### src/rtl/cslow_pkg.sv
package cslow_pkg;

  typedef enum logic [2:0] {
    OP_NOP  = 3'd0,
    OP_ADD  = 3'd1,
    OP_SUB  = 3'd2,
    OP_AND  = 3'd3,
    OP_OR   = 3'd4,
    OP_XOR  = 3'd5,
    OP_ADDI = 3'd6,
    OP_RSVD = 3'd7
  } opcode_e;

  // True for the opcodes that produce a write-back
  function automatic logic op_writes(input logic [2:0] code);
    return (code != 3'd0) && (code != 3'd7);
  endfunction

endpackage

### src/rtl/cslow_rst_sync.sv
module cslow_rst_sync (
  input  logic clk,
  input  logic rst_n,
  output logic rst_sync_n
);
  logic meta_q;

  always_ff @(posedge clk or negedge rst_n) begin
    if (!rst_n) begin
      meta_q     <= 1'b0;
      rst_sync_n <= 1'b0;
    end else begin
      meta_q     <= 1'b1;
      rst_sync_n <= meta_q;
    end
  end
endmodule

### src/rtl/cslow_tid_ring.sv
module cslow_tid_ring #(
  parameter int NTHREADS = 3,
  parameter int TIDW     = 2
) (
  input  logic            clk,
  input  logic            rst_n,
  output logic [TIDW-1:0] tid
);
  logic [TIDW-1:0] tid_next;

  always_comb begin
    if (tid == TIDW'(NTHREADS - 1)) tid_next = '0;
    else                            tid_next = tid + TIDW'(1);
  end

  always_ff @(posedge clk or negedge rst_n) begin
    if (!rst_n) tid <= '0;
    else        tid <= tid_next;
  end
endmodule

### src/rtl/cslow_bank.sv
module cslow_bank #(
  parameter int NREGS = 8,
  parameter int XLEN  = 32,
  parameter int RIDXW = 3
) (
  input  logic             clk,
  input  logic             rst_n,
  input  logic             we,
  input  logic [RIDXW-1:0] widx,
  input  logic [XLEN-1:0]  wdata,
  input  logic [RIDXW-1:0] ra_idx,
  input  logic [RIDXW-1:0] rb_idx,
  input  logic [RIDXW-1:0] rd_idx,
  output logic [XLEN-1:0]  ra_data,
  output logic [XLEN-1:0]  rb_data,
  output logic [XLEN-1:0]  rd_data
);
  logic [XLEN-1:0] mem [NREGS];
  logic            wr_en;

  // index 0 is never stored
  always_comb wr_en = we && (widx != '0);

  always_ff @(posedge clk or negedge rst_n) begin
    if (!rst_n) begin
      for (int i = 0; i < NREGS; i++) mem[i] <= '0;
    end else if (wr_en) begin
      mem[widx] <= wdata;
    end
  end

  always_comb begin
    ra_data = (ra_idx == '0) ? '0 : mem[ra_idx];
    rb_data = (rb_idx == '0) ? '0 : mem[rb_idx];
    rd_data = (rd_idx == '0) ? '0 : mem[rd_idx];
  end
endmodule

### src/rtl/cslow_regbank.sv
module cslow_regbank #(
  parameter int NTHREADS = 3,
  parameter int NREGS    = 8,
  parameter int XLEN     = 32,
  parameter int TIDW     = 2,
  parameter int RIDXW    = 3
) (
  input  logic             clk,
  input  logic             rst_n,
  input  logic             we,
  input  logic [TIDW-1:0]  wtid,
  input  logic [RIDXW-1:0] widx,
  input  logic [XLEN-1:0]  wdata,
  input  logic [TIDW-1:0]  rtid,
  input  logic [RIDXW-1:0] ra_idx,
  input  logic [RIDXW-1:0] rb_idx,
  output logic [XLEN-1:0]  ra_data,
  output logic [XLEN-1:0]  rb_data,
  input  logic [TIDW-1:0]  dtid,
  input  logic [RIDXW-1:0] didx,
  output logic [XLEN-1:0]  ddata
);
  logic [NTHREADS-1:0][XLEN-1:0] ra_all, rb_all, dd_all;

  for (genvar g = 0; g < NTHREADS; g++) begin : g_bank
    logic bank_we;
    always_comb bank_we = we && (wtid == TIDW'(g));

    cslow_bank #(.NREGS(NREGS), .XLEN(XLEN), .RIDXW(RIDXW)) u_bank (
      .clk     (clk),
      .rst_n   (rst_n),
      .we      (bank_we),
      .widx    (widx),
      .wdata   (wdata),
      .ra_idx  (ra_idx),
      .rb_idx  (rb_idx),
      .rd_idx  (didx),
      .ra_data (ra_all[g]),
      .rb_data (rb_all[g]),
      .rd_data (dd_all[g])
    );
  end

  always_comb begin
    ra_data = '0;
    rb_data = '0;
    ddata   = '0;
    for (int t = 0; t < NTHREADS; t++) begin
      if (rtid == TIDW'(t)) begin
        ra_data = ra_all[t];
        rb_data = rb_all[t];
      end
      if (dtid == TIDW'(t)) ddata = dd_all[t];
    end
  end
endmodule

### src/rtl/cslow_alu.sv
module cslow_alu
  import cslow_pkg::*;
#(
  parameter int XLEN = 32
) (
  input  opcode_e         op,
  input  logic [XLEN-1:0] a,
  input  logic [XLEN-1:0] b,
  output logic [XLEN-1:0] y
);
  always_comb begin
    unique case (op)
      OP_ADD:  y = a + b;
      OP_SUB:  y = a - b;
      OP_AND:  y = a & b;
      OP_OR:   y = a | b;
      OP_XOR:  y = a ^ b;
      default: y = '0;
    endcase
  end
endmodule

### src/rtl/cslow_core.sv
module cslow_core
  import cslow_pkg::*;
#(
  parameter int NTHREADS = 3,
  parameter int NREGS    = 8,
  parameter int XLEN     = 32,
  parameter int IMMW     = 16,
  localparam int TIDW    = (NTHREADS > 1) ? $clog2(NTHREADS) : 1,
  localparam int RIDXW   = (NREGS > 1) ? $clog2(NREGS) : 1
) (
  input  logic             clk,
  input  logic             rst_n,
  output logic [TIDW-1:0]  slot_tid,
  input  logic [2:0]       in_opcode,
  input  logic [RIDXW-1:0] in_rd,
  input  logic [RIDXW-1:0] in_rs1,
  input  logic [RIDXW-1:0] in_rs2,
  input  logic [IMMW-1:0]  in_imm,
  output logic             wb_valid,
  output logic [TIDW-1:0]  wb_tid,
  output logic [RIDXW-1:0] wb_rd,
  output logic [XLEN-1:0]  wb_data,
  input  logic [TIDW-1:0]  dbg_tid,
  input  logic [RIDXW-1:0] dbg_idx,
  output logic [XLEN-1:0]  dbg_data
);
  logic rst_sync_n;

  cslow_rst_sync u_rst (.clk(clk), .rst_n(rst_n), .rst_sync_n(rst_sync_n));

  cslow_tid_ring #(.NTHREADS(NTHREADS), .TIDW(TIDW)) u_ring (
    .clk(clk), .rst_n(rst_sync_n), .tid(slot_tid)
  );

  // Stage 1: issue register
  logic             s1_en;
  logic             s1_valid;
  opcode_e          s1_op;
  logic [TIDW-1:0]  s1_tid;
  logic [RIDXW-1:0] s1_rd, s1_rs1, s1_rs2;
  logic [IMMW-1:0]  s1_imm;

  always_comb s1_en = op_writes(in_opcode);

  always_ff @(posedge clk or negedge rst_sync_n) begin
    if (!rst_sync_n) begin
      s1_valid <= 1'b0;
      s1_op    <= OP_NOP;
      s1_tid   <= '0;
      s1_rd    <= '0;
      s1_rs1   <= '0;
      s1_rs2   <= '0;
      s1_imm   <= '0;
    end else begin
      s1_valid <= s1_en;
      if (s1_en) begin
        s1_op  <= opcode_e'(in_opcode);
        s1_tid <= slot_tid;
        s1_rd  <= in_rd;
        s1_rs1 <= in_rs1;
        s1_rs2 <= in_rs2;
        s1_imm <= in_imm;
      end
    end
  end

  // Register file read, addressed by stage 1 tag
  logic [XLEN-1:0] rf_a, rf_b;

  // Stage 2: operand register
  logic             s2_valid;
  opcode_e          s2_op, s2_op_n;
  logic [TIDW-1:0]  s2_tid;
  logic [RIDXW-1:0] s2_rd;
  logic [XLEN-1:0]  s2_a, s2_b, s2_b_n;

  always_comb begin
    if (s1_op == OP_ADDI) begin
      s2_op_n = OP_ADD;
      s2_b_n  = {{(XLEN-IMMW){s1_imm[IMMW-1]}}, s1_imm};
    end else begin
      s2_op_n = s1_op;
      s2_b_n  = rf_b;
    end
  end

  always_ff @(posedge clk or negedge rst_sync_n) begin
    if (!rst_sync_n) begin
      s2_valid <= 1'b0;
      s2_op    <= OP_NOP;
      s2_tid   <= '0;
      s2_rd    <= '0;
      s2_a     <= '0;
      s2_b     <= '0;
    end else begin
      s2_valid <= s1_valid;
      if (s1_valid) begin
        s2_op  <= s2_op_n;
        s2_tid <= s1_tid;
        s2_rd  <= s1_rd;
        s2_a   <= rf_a;
        s2_b   <= s2_b_n;
      end
    end
  end

  // Stage 3: execute, result register drives write-back
  logic [XLEN-1:0] alu_y;

  cslow_alu #(.XLEN(XLEN)) u_alu (.op(s2_op), .a(s2_a), .b(s2_b), .y(alu_y));

  always_ff @(posedge clk or negedge rst_sync_n) begin
    if (!rst_sync_n) begin
      wb_valid <= 1'b0;
      wb_tid   <= '0;
      wb_rd    <= '0;
      wb_data  <= '0;
    end else begin
      wb_valid <= s2_valid;
      if (s2_valid) begin
        wb_tid  <= s2_tid;
        wb_rd   <= s2_rd;
        wb_data <= alu_y;
      end
    end
  end

  cslow_regbank #(
    .NTHREADS(NTHREADS), .NREGS(NREGS), .XLEN(XLEN), .TIDW(TIDW), .RIDXW(RIDXW)
  ) u_rf (
    .clk     (clk),
    .rst_n   (rst_sync_n),
    .we      (wb_valid),
    .wtid    (wb_tid),
    .widx    (wb_rd),
    .wdata   (wb_data),
    .rtid    (s1_tid),
    .ra_idx  (s1_rs1),
    .rb_idx  (s1_rs2),
    .ra_data (rf_a),
    .rb_data (rf_b),
    .dtid    (dbg_tid),
    .didx    (dbg_idx),
    .ddata   (dbg_data)
  );
endmodule

### config.mk
export PLATFORM = sky130hd
export DESIGN_NAME = cslow_core
export DESIGN_NICKNAME = d
export VERILOG_FILES = /design/src/rtl/cslow_pkg.sv /design/src/rtl/cslow_rst_sync.sv /design/src/rtl/cslow_tid_ring.sv /design/src/rtl/cslow_bank.sv /design/src/rtl/cslow_regbank.sv /design/src/rtl/cslow_alu.sv /design/src/rtl/cslow_core.sv
export SDC_FILE = /design/constraint.sdc
export NUM_CORES = 2
export LEC_CHECK = 0
export ABC_AREA = 1
export BUFFER_PORTS_ARGS = -buffer_cell sky130_fd_sc_hd__buf_2
export CORE_MARGIN = 2
export CORE_UTILIZATION = 40
export CTS_BUF_LIST = sky130_fd_sc_hd__clkbuf_16
export CTS_CLUSTER_SIZE = 14
export DETAILED_ROUTE_END_ITERATION = 10
export PLACE_DENSITY = 0.62
export RECOVER_POWER = 25
export SYNTH_ARGS = -nofsm -noshare
export SYNTH_HDL_FRONTEND = slang
export SYNTH_SLANG_ARGS = --single-unit
export TNS_END_PERCENT = 20
### constraint.sdc
create_clock -name clk -period 72 [get_ports clk]
set_clock_uncertainty 0.15 [all_clocks]
set_input_delay 3.6 -clock clk [delete_from_list [all_inputs] [get_ports clk]]
set_output_delay 3.6 -clock clk [all_outputs]
set_load 0.005 [all_outputs]
After elaboration in Yosys (flattened, before gate mapping)
Cells that the tools add are included.
{ "classes": {"addsub": 3, "magnitude_cmp": 5, "eq_ne": 14, "muxes": 54, "bitwise": 7, "n_reduce_logical": 16} }
{ "ops": {"columns": ["cell", "count"], "rows": [
  ["$mux 32", 38],
  ["$bmux 32 s3", 9],
  ["$bwmux 256", 3],
  ["$pmux 32 s5", 1],
  ["$demux 32 s3", 1],
  ["$add 32x32->32", 1],
  ["$and 32x32->32", 1],
  ["$or 32x32->32", 1],
  ["$sub 32x32->32", 1],
  ["$xor 32x32->32", 1],
  ["$ge 4x4->1 const B", 4],
  ["$not 3->4", 4],
  ["$eq 3x3->1 const B", 3],
  ["$logic_not 3->1", 3],
  ["$eq 2x2->1 const B", 4],
  ["$logic_and 1x1->1", 8],
  ["$eq 2x1->1 const B", 3],
  ["$eq 3x2->1 const B", 2],
  ["$logic_not 2->1", 3],
  ["$reduce_bool 3->1", 2],
  ["$lt 4x1->1 const B", 1],
  ["$eq 3x1->1 const B", 1],
  ["$mux 3", 1],
  ["$ne 3x3->1 const B", 1],
  ["other kinds (2)", 2]
]} }
{ "totals": {"register_bits": 914, "input_bits": 35, "output_inout_bits": 72, "word_cells": 143} }

Logic depth before layout (Yosys ltp)
{ "depth": {"depth_word": 9, "depth_mapped": 25, "depth_no_buf": 25} }

By module
Synthesis repeated with hierarchy kept, for this count alone.
{ "hier_totals": {"hier_cells": 10311, "hier_area_um2": 64793.4} }
{ "modules_own_cells": {"columns": ["module", "instances", "cells_per_inst", "area_each_um2", "seq_area_each_um2"], "rows": [
  ["cslow_bank", 3, 2766, 17148.9, 6406.1],
  ["cslow_core", 1, 623, 5815.6, 3553.4],
  ["cslow_alu", 1, 938, 5165.0, 0.0],
  ["cslow_regbank", 1, 444, 2248.4, 0.0],
  ["cslow_tid_ring", 1, 5, 63.8, 50.0],
  ["cslow_rst_sync", 1, 3, 53.8, 50.0]
]} }

Worst setup path after synthesis
OpenSTA, ideal clock, no wires.
{ "synth_timing": {"path_type": "input port to output port", "from": "in dbg_idx[0]", "to": "out dbg_data[13]", "arrival_time_ps": 4778, "t_required_ps": 68250, "path_slack_ps": 63472, "cell_stages": 9, "path_buffers": 4, "path_cell_list": "buf_4 -> buf_4 -> buf_4 -> nand2_1 -> buf_4 -> o22ai_1 -> o21ai_0 -> o2111ai_1 -> nand3_1"} }
{ "synth_between": {"elab_chain_len": 8, "elab_cells_between_ends": 17, "cone_classes": "mux (15); bitwise (1); reduce/logical (1)"} }
{ "synth_lines": {"columns": ["item", "line", "source"], "rows": [
  ["start: declaration", "cslow_core.sv:24", "input logic [RIDXW-1:0] dbg_idx,"],
  ["$not 3->4 (not written as such)", "cslow_bank.sv:35", "rd_data = (rd_idx == '0) ? '0 : mem[rd_idx];"],
  ["$bmux 32 s3", "cslow_bank.sv:35", null],
  ["$mux 32 (not written as such) (2 in a row)", "cslow_bank.sv:35", null],
  ["$mux 32", "cslow_bank.sv:35", null],
  ["$mux 32 (2 in a row)", "cslow_regbank.sv:53", "if (dtid == TIDW'(t)) ddata = dd_all[t];"],
  ["$mux 32 (*)", "cslow_regbank.sv:53", null],
  ["end: declaration", "cslow_core.sv:25", "output logic [XLEN-1:0] dbg_data"]
]} }
Every way passes the cells marked *; elsewhere a longest branch is shown, timed or not. The select of a mux whose other input is x is not followed.

Worst setup path in the final report
{ "layout_timing": {"from": "in dbg_idx[0]", "to": "out dbg_data[16]"} }
The elaborated chain is that of the path after synthesis.

==> results_dict.tcl <==
set metrics [dict create \
    synth_cell_types 46 \
    post-cts-setup-buffer-count 0 \
    leakage_nw 23.8 \
    final_max_slew_viol_count 748 \
    min-delay-path-class "flop to flop" \
    synth_top_area_cell "dfrtp_1" \
    critPathMaxFanout 101 \
    yosysMostFrequentCell "o21ai_0" \
    gp_congestion 0.924 \
    fillers 12848 \
    path_common_cell "nand3_1" \
    crit_type "input pin to primary output" \
    coreArea_um2 126000 \
    grt_most_used_layer "met2" \
    r2r_cells 1 \
    portBuffers 106 \
    setup_violations 0 \
    synth-main-ff-cell "dfrtp_1" \
    maxSlewHeadroom -1.82 \
    path_depth 9 \
    ys_seq_elements 818 \
    post_drt_wl_per_cell_um 25.7 \
    synthCells 7255 \
    antenna_found_initial 9 \
    synth_nets 7387 \
    path_clk_slew_ps 50 \
    dr.pass1.iters 8 \
    die_h_um 361 \
    path_buf_inv 4 \
    rows 130 \
    grt_pass1_vias 49392 \
    met3_usage 0.107 \
    fin_cells 8702 \
    ys_seq_area_frac 0.402 \
    max_freq_mhz 89.3 \
    avgViaCountPerCell 6.23 \
    clk_path_buf_depth 3 \
    synth_common_cells "o21ai_0, nand2_1, a21oi_1, dfrtp_1, nand3_1" \
    syn_to_final_growth_pct 8.40 \
    avgSynthCellArea_um2 7.02 \
    cp.required_ps 68250 \
    vdd_drop_max_mv 0.0223 \
    num_vias 54173 \
    drc 0 \
    endpoint_kind "primary output" \
    io_pins 107 \
    slowest_stage "nor2_4" \
    crit_chain "buf_8 > inv_4 > nor2_4 > buf_4 > nand2_1 > nand3_1 > nand3_1 > nand3_1 > buf_2" \
    min_path_cells 0 \
    rsz0062_at_grt "false" \
    drv_cap 13 \
    routed_wl_um 223000 \
    fin_nets 7107 \
    holdBufCountCts 0 \
    grtUsageMet2 0.481 \
    synth.area.top_cells "dfrtp_1, o21ai_0, nand2_1" \
    die-area_um2 130000 \
    crit_family "buffers and inverters" \
    grt_pass1_wl_um 328000 \
    cts-resized-gates 0 \
    hold_viol 0 \
    cts_tree "built" \
    status "finished, violations left" \
    grt_max_degree 206 \
    numCtsBuffers 97 \
    placedCellCount 8526 \
    yosys.area.top_type_share 0.402 \
    clock-sinks 818 \
    power_density_nw_per_um2 36.7 \
    grtUsageTotal 0.332 \
    h-tree-depth 3 \
    clkLatencyLatePin_ps 730 \
    global_route.usage.met1 0.447 \
    period_needed_ps 11190 \
    initial_core_util 0.404 \
    worst_setup_path_start_kind "input pin" \
    fp.dieW_um 361 \
    dp_hpwl_um 128000 \
    synth_area_um2 51000 \
    cp_data_arrival_time_ps 7440 \
    ctsRootBufferMaster "clkbuf_16" \
    drtIter0Drc 8788 \
    synthArstFlopShare 1.00 \
    yosysWarnings 0 \
    final_antenna_net_count 0 \
    drive_gt1_frac 0.0596 \
    tightest_slew_ps 4240 \
    period_share 0.155 \
    failed_checks "capacitance limit, slew limit" \
    synth-edff-count 0 \
    critical-path-max-stage-delay_ps 950 \
    tns_ps 0 \
    grt-ovfl-total 0 \
]
## final timing paths
| check | startpoint | to | slack, ps |
|---|---|---|---|
| worst max-delay path | dbg_idx[0] | dbg_data[16] | 60810 |
| worst min-delay path | u_rst.meta_q | u_rst.rst_sync_n | 200 |
| min in group asynchronous | u_rst.rst_sync_n | u_rf.g_bank[1].u_bank.mem[68] | 760 |
| max in group asynchronous | u_rst.rst_sync_n | s1_rs1[0] | 65420 |
| worst min register to register | u_rst.meta_q | u_rst.rst_sync_n | 200 |
| worst max register to register | u_rst.rst_sync_n | s1_rs1[0] | 65420 |
## logic make-up after synthesis
group | after synthesis | share of synthesized area
AO/OA/AOI/OAI | 2708 | 0.278
AND/OR/NAND/NOR | 2451 | 0.200
buffers and inverters | 1140 | 0.0884
flip-flops | 818 | 0.402
adder cells (fa/ha/maj) | 97 | 0.0240
XOR/XNOR | 30 | 0.00516
multiplexers | 10 | 0.00221
other | 1 | 0.0000736
## registers in the layout, indices dropped and copies added (netlist names), 2 cells and up
name and cells:
s2_rd 3, s2_op 3, u_ring.tid 2, s1_op 3, u_rf.g_bank.u_bank.mem 672, wb_rd 3, s1_rd 3, s1_rs2 3
s1_imm 16, s1_rs1 3, s2_tid 2, wb_tid 2, s1_tid 2, wb_data 32, s2_a 32, s2_b 32
## power breakdown
part / internal, mW / switching (mW) / total (mW)
Sequential: 0.621 / 0.173 / 0.795
Combinational: 0.232 / 0.501 / 0.732
Clock: 0.288 / 0.214 / 0.502
## metrics by stage
stage | hold slack (ps) | worst slack (ps) | utilization | cell area [um2] | power (mW)
4_1_cts | 200 | 61120 | 0.439 | 55300 | 2.00
5_1_grt | 215 | 60840 | 0.438 | 55200 | 2.16
3_3_place_gp | 189 | 61160 | 0.414 | 52100 | 1.48
2_1_floorplan | 181 | 47360 | - | 51000 | 1.24
6_report | 198 | 60810 | 0.438 | 55200 | 2.03
3_5_place_dp | 188 | 61160 | 0.414 | 52100 | 1.50
## per-layer routing
layer | vias up | wire length (um)
li1 | 24130 | -
met1 | 25367 | 87000
met2 | 3920 | 92200
met3 | 744 | 32900
met4 | 12 | 11200
met5 | - | 69
## cells in the final DEF (no fill, tap or decap), types with 7 or more instances in the layout
master and instances:
a221oi_1 25, bufinv_16 10, buf_4 86, a211oi_1 9
a31oi_1 62, a21oi_1 888, or2_2 15, nor2_4 14
inv_1 551, clkinv_1 23, o21ai_0 1510, a22oi_1 20
o21ai_1 26, xor2_1 30, nand3_1 657, nand4_1 7
o22ai_1 80, buf_2 103, clkbuf_16 101, nor2_1 349
clkinv_2 21, o221ai_1 7, dfrtp_1 811, o2111ai_1 35
nand2_2 16, clkbuf_1 10, o211ai_1 27, mux2_2 10
ha_1 96, nor3_1 16, nand2_1 1363
## area by class of cell
cell class	count	area (um2)	area share
diodes	1	2.50	0.0000453
clock buffers	101	2530	0.0458
clock inverters	74	619	0.0112
inverters	556	2110	0.0383
multi-input cells	5297	26100	0.473
flip-flops and latches	818	20500	0.371
well taps	1650	2060	0.0374
repair buffers	205	1310	0.0238
Note: power is estimated with default switching activity, not from simulation.
